**config.mk**
```make
export PLATFORM = sky130hd
export DESIGN_NAME = dprf_top
export DESIGN_NICKNAME = d
export VERILOG_FILES = /design/src/rtl/dprf_pkg.sv /design/src/rtl/dprf_bank.sv /design/src/rtl/dprf_capture.sv /design/src/rtl/dprf_top.sv
export SDC_FILE = /design/constraint.sdc
export NUM_CORES = 1
export LEC_CHECK = 0
export ABC_CLOCK_PERIOD_IN_PS = 2250
export BUFFER_PORTS_ARGS = -buffer_cell sky130_fd_sc_hd__buf_2
export CORE_MARGIN = 2
export CORE_UTILIZATION = 35
export CTS_CLUSTER_DIAMETER = 60
export DETAILED_ROUTE_END_ITERATION = 10
export GPL_ROUTABILITY_DRIVEN = 0
export PLACE_DENSITY = 0.56
export RECOVER_POWER = 50
export SLEW_MARGIN = 20
export SYNTH_ARGS = -nofsm -noshare
export SYNTH_HDL_FRONTEND = slang
export SYNTH_SLANG_ARGS = --single-unit
```
**constraint.sdc**
```tcl
create_clock -name clk2x -period 2.25 [get_ports clk2x]
set_clock_uncertainty 0.15 [all_clocks]
set_input_delay 0.45 -clock clk2x [delete_from_list [all_inputs] [get_ports clk2x]]
set_output_delay 0.45 -clock clk2x [all_outputs]
set_load 0.05 [all_outputs]
```
**src/rtl/dprf_pkg.sv**
```systemverilog
package dprf_pkg;
  localparam int unsigned DPRF_REGS  = 16;
  localparam int unsigned DPRF_WIDTH = 16;
  localparam int unsigned DPRF_PORTS = 2;

  // Address a bank presents in a given half of the base cycle.
  function automatic logic [$clog2(DPRF_REGS)-1:0] bank_addr_sel(
    input logic                         first_half,
    input logic [$clog2(DPRF_REGS)-1:0] read_addr,
    input logic [$clog2(DPRF_REGS)-1:0] write_addr
  );
    return first_half ? read_addr : write_addr;
  endfunction

  // Array write strobe: only a pending write in the second half.
  function automatic logic write_gate(input logic first_half, input logic req);
    return req & ~first_half;
  endfunction

  // Output load strobe: the edge that closes the first half.
  function automatic logic capture_gate(input logic first_half);
    return first_half;
  endfunction
endpackage

```
**src/rtl/dprf_bank.sv**
```systemverilog
module dprf_bank #(
  parameter int unsigned DEPTH = 16,
  parameter int unsigned DW    = 16,
  localparam int unsigned AW   = $clog2(DEPTH)
) (
  input  logic          clk,
  input  logic          we,
  input  logic [AW-1:0] addr,
  input  logic [DW-1:0] wdata,
  output logic [DW-1:0] rdata
);
  logic [DW-1:0] mem [DEPTH];

  always_ff @(posedge clk) begin
    if (we) mem[addr] <= wdata;
  end

  // Flow-through read on the single shared address.
  assign rdata = mem[addr];
endmodule

```
**src/rtl/dprf_capture.sv**
```systemverilog
module dprf_capture #(
  parameter int unsigned DW = 16
) (
  input  logic          clk,
  input  logic          arst,
  input  logic          load,
  input  logic [DW-1:0] d,
  output logic [DW-1:0] q
);
  always_ff @(posedge clk or posedge arst) begin
    if (arst)      q <= '0;
    else if (load) q <= d;
  end
endmodule

```
**src/rtl/dprf_top.sv**
```systemverilog
module dprf_top
  import dprf_pkg::*;
#(
  parameter int unsigned REGS  = DPRF_REGS,
  parameter int unsigned WIDTH = DPRF_WIDTH,
  localparam int unsigned AW   = $clog2(REGS),
  localparam int unsigned NP   = DPRF_PORTS
) (
  input  logic             clk2x,
  input  logic             arst,
  input  logic             phase,
  input  logic [AW-1:0]    rd_addr_a,
  input  logic [AW-1:0]    rd_addr_b,
  input  logic [AW-1:0]    wr_addr,
  input  logic [WIDTH-1:0] wr_data,
  input  logic             wr_en,
  output logic [WIDTH-1:0] rd_data_a,
  output logic [WIDTH-1:0] rd_data_b
);
  // Named internal events, observed by the bound checker.
  logic             wr_fire;
  logic             cap_fire;
  logic [AW-1:0]    rd_addr_v [NP];
  logic [WIDTH-1:0] out_v     [NP];

  assign wr_fire      = write_gate(phase, wr_en);
  assign cap_fire     = capture_gate(phase);
  assign rd_addr_v[0] = rd_addr_a;
  assign rd_addr_v[1] = rd_addr_b;

  for (genvar p = 0; p < NP; p++) begin : g_port
    logic [AW-1:0]    bank_addr;
    logic [WIDTH-1:0] bank_q;

    assign bank_addr = bank_addr_sel(phase, rd_addr_v[p], wr_addr);

    dprf_bank #(.DEPTH(REGS), .DW(WIDTH)) u_bank (
      .clk   (clk2x),
      .we    (wr_fire),
      .addr  (bank_addr),
      .wdata (wr_data),
      .rdata (bank_q)
    );

    dprf_capture #(.DW(WIDTH)) u_cap (
      .clk  (clk2x),
      .arst (arst),
      .load (cap_fire),
      .d    (bank_q),
      .q    (out_v[p])
    );
  end

  assign rd_data_a = out_v[0];
  assign rd_data_b = out_v[1];
endmodule

```
==> results of run 1 <==
power by group:
part	leakage, nW	total (W)	internal [W]	switching (W)
clock	0.874	0.00902	0.00532	0.00370
combinational	2.94	0.00206	0.000691	0.00137
sequential	4.99	0.0114	0.0113	0.000115
total	8.80	0.0225	0.0173	0.00518
flip-flops by register name (all words and copies together), names as in the netlist:
signal / cells
g_port.u_bank.mem: 512
g_port.u_cap.q: 32
synthesized netlist by cell type (all sizes together):
cell,instances
a41o,32
inv,2
and3b,6
a22oi,128
o22ai,64
dfrtp,32
or2,9
o211ai,10
o2bb2ai,1
nor3b,5
a31oi,3
o32a,32
or3,1
o21a,2
nor3,1
mux2i,128
o21ai,152
and3,2
a2bb2oi,1
nand3b,2
nand2,5
o21ba,1
edfxtp,512
clkbuf,58
a21oi,65
nor2b,1
nor2,45
o21bai,1
buf,53
nand3,24
nand2b,5
worst max path at each step:
| stage | startpoint | endpoint | slack (ps) | cells after the start |
|---|---|---|---|---|
| finish | phase | g_port[1].u_cap.q[5]$_DFFE_PP0P_ | 100 | 7 |
| global route | phase | g_port[1].u_cap.q[5]$_DFFE_PP0P_ | 40 | 7 |
| CTS | phase | g_port[1].u_cap.q[5]$_DFFE_PP0P_ | 60 | 8 |
| detailed placement | phase | g_port[1].u_cap.q[5]$_DFFE_PP0P_ | -540 | 8 |
| global placement | phase | g_port[1].u_cap.q[5]$_DFFE_PP0P_ | -500 | 8 |
| floorplan | phase | g_port[0].u_bank.mem[0][0]$_DFFE_PP_ | -350 | 7 |
through the flow:
step,instance area [sq um],hold WS [ps]
final,26700,372
after detailed placement,25000,363
after global routing,26700,401
after CTS,26800,163
after floorplan,22100,399
after global placement,25000,366
kinds of logic after synthesis:
logic type,count (synthesis)
and+or+nand+nor,106
DFF,544
muxes,128
AOI/OAI and AO/OA,492
buffers and inverters,113
metal layers:
layer,track usage [%],wire [microns],vias up
met4,4.95,945,6
met1,27.5,27500,6984
met5,0,34,-
met3,3.46,4170,76
li1,-,-,5964
met2,30.6,28900,488
cell type report:
type	instances	area, sq um	share of cell area, %
Sequential cell	544	16200	60.5
Multi-Input combinational cell	726	5340	20.0
Clock buffer	69	1450	5.41
Clock inverter	29	324	1.21
Inverter	2	7.51	0.0281
Timing Repair Buffer	223	2380	8.92
Antenna cell	1	2.50	0.00936
Tap cell	837	1050	3.92
timing repair:
item / in CTS / in global routing
hold buffers: 1 / 0
setup endpoints to repair: 0 / 2
resized for setup: 0 / 1
hold endpoints to repair: 32 / 0
==> key figures, run 1 <==
GRT
  – Total GRT Usage: about 19%
  – First-pass GRT wire length: a little over 90 mm
  – Initial antenna violation count: 4
  – Largest net degree at the start of global routing: 33
  – Congestion Overflow GR: 0
  – Vias in the first global route: approximately 14,000

Routing
  – Number of remaining DRC errors: 0
  – Avg Vias per Cell: between 5 and 6
  – Via count: around 14,000
  – Wire per inst: roughly 25 microns
  – Final ANT Viol Nets: 0
  – WL final: between 60 and 70 mm
  – DR iter-0 viols: about 1,300
  – First drt pass iteration count: 7

Worst setup path
  – CP required: 2630 ps
  – CP max stage cell: nor3_2
  – Slowest stage delay, CP: slightly below 600 ps
  – R2R setup slack: 450 ps
  – Critical path buffers and inverters: 2
  – Critical Path AT: around 2500 ps
  – Worst reg2reg path endpoint: g_port[1].u_cap.q[10]$_DFFE_PP0P_
  – Crit path max fanout: 30
  – Cell family with most CP delay: simple AND/OR/NAND/NOR gates
  – Reg2reg path depth: 5
  – Worst Setup Start Kind: input pin
  – Critical Path End Type: register
  – WS Path Type: input pin to register
  – R2r startpoint: g_port[1].u_bank.mem[10][10]$_DFFE_PP_
  – Worst-path cell chain: buf_4 -> nor3_2 -> or2_1 -> buf_12 -> a22oi_1 -> a21oi_1 -> o32a_1

Die
  – Cell Rows: 91
  – Die width: ~250 microns
  – Boundary Pins: 64
  – Initial core utilization: a little over a third
  – Chip Height: around 250 microns
  – Die area: about 64,000 sq um
  – Core area: 61,600 sq um

Place
  – Post-DP HPWL: around 38 mm
  – Port bufs: between 60 and 70
  – Placed cell count: about 2,300
  – Pre-CTS setup slack: -542 ps

Cells and area
  – Share of layout cells above drive strength 1: roughly a fifth
  – Area Overhead vs Synth: 22.7%
  – Most common cell after layout, fill and taps aside: edfxtp_1
  – Finished Layout Cells: 2,431
  – Layout Nets: about 1,600
  – Final core utilization: 43.4%
  – Commonest cells after routing, fill and taps aside: edfxtp_1, o21ai_0, a22oi_1, mux2i_1, buf_4
  – Fill cells: between 5,000 and 6,000

Logic synthesis
  – Main combinational cell family by area after synthesis: compound AO/OA/AOI/OAI gates
  – Post-synthesis cell area: about 22,000 sq um
  – Syn Nets: ~1,400
  – Yosys warns: 0
  – Synth cell types: 36
  – Multiplexer share of the synthesized area: under 10%
  – Largest cells by area after synthesis: edfxtp_1, mux2i_1, a22oi_1, dfrtp_1, o21ai_0
  – Synth Area in XOR/XNOR: 0%
  – Post-Synth Simple-Gate Area: 2.48%
  – Sequential area share after synthesis: between 70% and 80%
  – Post-Synth Adder-Cell Area: 0%
  – Top cell type by total area after synthesis: edfxtp_1
  – Compound-gate portion of the synthesized area: between 10% and 20%
  – Syn avg cell area: ~16 sq um
  – Yosys reg bits: about 540
  – Syn Inst Count: 1,383
  – Post-synth top area share: a little over two thirds

STA
  – Slew Limit Headroom: -34.8%
  – Final Max Slew Viols: 463
  – Setup WS post-layout: 104 ps
  – Max Clk Rate: approximately 0.47 GHz
  – Fin crit period: around 2100 ps
  – Worst-Margin Slew: roughly 2000 ps
  – RSZ-0062 raised after global routing: false
  – Fin crit share: about 95%
  – Setup_tns: 0 ps
  – Final Setup Violations: 0
  – Hold Vio Cnt, Final: 0

CTS
  – Clk sinks: about 540
  – H-tree depth: 2
  – Worst-skew pair later-pin latency: ~600 ps
  – CTS tree: built
  – Num CTS Buffers: 52
  – CTS root buffer: clkbuf_16
  – Post-CTS Setup Bufs: 0
  – CTS Buffer Depth: 3
  – Clock Pin Slew Worst Setup and Hold Paths: roughly 60 ps

Power
  – Static leakage: between 8 and 9 nW
  – Pwr/cell area: 841 nW/um^2
  – Worst vdd ir: between 0.0005 and 0.0006 V
  – Pwr Total: approximately 0.022 W

Job
  – Max-cap viol count: 15

Worst hold path
  – Worst min path class: register to register
  – WHS Path Cells: 1
  – Worst Min Path Start: g_port[0].u_cap.q[0]$_DFFE_PP0P_
  – Hold Path Sink: g_port[0].u_cap.q[0]$_DFFE_PP0P_

Run status
  – Run status: finished, violations left
  – Failing checks: max-capacitance violations, max-slew violations
No activity file was read; power rests on OpenSTA's default activity.
==> inputs of run 2 (changes only) <==
--- a/config.mk
+++ b/config.mk
@@ -10,9 +10,9 @@
 export CORE_MARGIN = 2
 export CORE_UTILIZATION = 35
 export CTS_CLUSTER_DIAMETER = 60
+export CTS_CLUSTER_SIZE = 14
 export DETAILED_ROUTE_END_ITERATION = 10
 export GPL_ROUTABILITY_DRIVEN = 0
-export PLACE_DENSITY = 0.56
 export RECOVER_POWER = 50
 export SLEW_MARGIN = 20
 export SYNTH_ARGS = -nofsm -noshare
==> run 2 against run 1 <==
The run still ends with max-capacitance violations, max-slew violations left. Fmax rose by 3.7%. Clock power fell by 21%. Sequential share of layout area rose by 1.1 points. Global-route usage barely moved. Design area fell by 1.8%. Largest power group unchanged.
==> key figures, run 2 (synthesis results as in run 1) <==
Run status
  – Run status: finished, violations left
  – Failing checks: max-capacitance violations, max-slew violations

Power
  – Cell-internal power: approximately 0.016 W
  – Sequential Power Share: between 50% and 60%
  – Pwr/cell area: ~780 nW/um^2
  – Net switching power: between 0.004 and 0.005 W
  – Worst vdd ir: 0.000530 V
  – Static leakage: ~8.5 nW
  – Logic pwr share: about 10%
  – Switching share of power: roughly a quarter
  – Clock share of power: ~35%
  – Pwr Total: approximately 0.021 W

STA
  – Hold Slack: ~360 ps
  – Worst-Margin Slew: approximately 2000 ps
  – Setup_tns: 0 ps
  – Final Setup Violations: 0
  – Max Clk Rate: between 0.4 and 0.5 GHz
  – RSZ-0062 raised after global routing: false
  – Slew Limit Headroom: -33.2%
  – Fin crit period: ~2100 ps
  – Fin crit share: between 90% and 100%
  – Final Max Slew Viols: 495
  – Hold Vio Cnt, Final: 0

Routing
  – Final ANT Viol Nets: 0
  – Via count: 13,700
  – Number of remaining DRC errors: 0
  – DR iter-0 viols: 1,389
  – WL final: 62.4 mm
  – First drt pass iteration count: 5
  – Wire per inst: around 26 microns
  – Avg Vias per Cell: 5.67

Cells and area
  – Commonest cells after routing, fill and taps aside: edfxtp_1, o21ai_0, a22oi_1, mux2i_1, buf_4
  – Multi-input gate area: between 5000 and 6000 sq um
  – Storage element area: 16,200 sq um
  – Fill cells: around 5,400
  – Most common cell after layout, fill and taps aside: edfxtp_1
  – Area Overhead vs Synth: 20.6%
  – Share of layout cells above drive strength 1: 18.7%
  – Finished Layout Cells: 2,415
  – Biggest register: g_port.u_bank.mem
  – Final Cell Area: about 26,000 sq um
  – Layout Nets: 1,575
  – Max reg flops: 512
  – Top flop regs: g_port.u_bank.mem x512, g_port.u_cap.q x32

GRT
  – Vias in the first global route: ~14,000
  – First-pass GRT wire length: a little over 90 mm
  – Congestion Overflow GR: 0
  – Initial antenna violation count: 4
  – Largest net degree at the start of global routing: 33
  – Total GRT Usage: 19.3%

CTS
  – Num CTS Buffers: 44
  – CTS tree: built
  – Clk sinks: roughly 540
  – Post-CTS Setup Bufs: 0
  – CTS root buffer: clkbuf_16
  – Post-cts sizing count: 0
  – CTS Buffer Depth: 3
  – Worst-skew pair later-pin latency: 570 ps
  – Clock Pin Slew Worst Setup and Hold Paths: 70 ps
  – H-tree depth: 2

Die
  – Die area: about 64,000 sq um
  – Boundary Pins: between 60 and 70
  – Die width: ~250 microns
  – Core area: a little over 60,000 sq um
  – Chip Height: 253 microns
  – Initial core utilization: between 30% and 40%
  – Cell Rows: ~90

Place
  – Post-DP HPWL: about 38 mm
  – Post-place instance area: roughly 25,000 sq um
  – Port bufs: 63
  – Placed cell count: around 2,300

Worst setup path
  – WS Path Type: input pin to register
  – Slowest stage delay, CP: 360 ps
  – Worst-path cell chain: buf_4 -> buf_4 -> or2_1 -> buf_12 -> buf_12 -> o22ai_1 -> o21ai_0 -> nand3_1 -> o32a_1
  – Worst Setup Start Kind: input pin
  – CP max stage cell: o32a_1
  – Critical path buffers and inverters: 4
  – Critical Path End Type: register
  – Crit path max fanout: 21
  – Cell family with most CP delay: buffers and inverters
  – Critical Path AT: roughly 2400 ps
  – CP required: 2560 ps

Job
  – Max-cap viol count: 15

Worst hold path
  – Worst min path class: register to register
[run 2: cell types whose count changed in the layout (fill, tap and decap cells not counted), moves of 2 or more]
cell       delta
clkbuf_16     -9
buf_4         +3
clkinv_2      -9
diode_2       +2
buf_2         -3
clkinv_4      -2
clkbuf_8      -5
buf_12        +2
bufinv_16     -7
clkbuf_1     +22
clkinv_1      -9
[run 2: per-layer routing]
layer / wire length [microns] / track usage (%) / up-vias
met5: 20 / 0 / -
met4: 1090 / 4.75 / 4
met3: 4390 / 2.99 / 82
met2: 29700 / 31.4 / 574
met1: 27200 / 27.3 / 7096
li1: - / - / 5938
[run 2: repair_timing]
| item | in CTS | in global routing |
|---|---|---|
| hold buffers | 1 | 0 |
| setup endpoints to repair | 0 | 0 |
| endpoints found under the hold margin | 32 | 0 |
[run 2: worst paths after layout]
path	startpoint	end	slack, ps	cells after the start
setup reg to reg	g_port[1].u_bank.mem[0][15]$_DFFE_PP_	g_port[1].u_cap.q[15]$_DFFE_PP0P_	430	5
hold / removal	g_port[0].u_cap.q[5]$_DFFE_PP0P_	g_port[0].u_cap.q[5]$_DFFE_PP0P_	360	1
min in group asynchronous	arst	g_port[1].u_cap.q[15]$_DFFE_PP0P_	640	4
setup / recovery	phase	g_port[1].u_cap.q[15]$_DFFE_PP0P_	180	9
max in group asynchronous	arst	g_port[1].u_cap.q[2]$_DFFE_PP0P_	600	4
hold reg to reg	g_port[0].u_cap.q[5]$_DFFE_PP0P_	g_port[0].u_cap.q[5]$_DFFE_PP0P_	360	1
[run 2: layout make-up]
class                      instances  area share, %
sequential                       544           61.6
multi-input combinational        726           20.3
timing repair buffer             225           9.25
clock buffer                      76           4.69
tap                              837           3.99
clock inverter                     2         0.0953
inverter                           2         0.0286
antenna                            3         0.0286
[run 2: through the flow]
stage	util, %	setup slack (ps)
floorplan	-	-347
global placement	40.7	-317
detailed placement	40.7	-322
CTS	42.7	275
global route	42.6	132
finish	42.6	182
[run 2: power groups by stage]
stage | combinational, W | clock, W | sequential [W]
2_1_floorplan | 0.000841 | 0 | 0.0119
3_5_place_dp | 0.00209 | 0 | 0.0116
3_3_place_gp | 0.00206 | 0 | 0.0116
4_1_cts | 0.00209 | 0.00720 | 0.0114
6_report | 0.00208 | 0.00711 | 0.0114
5_1_grt | 0.00220 | 0.00757 | 0.0114
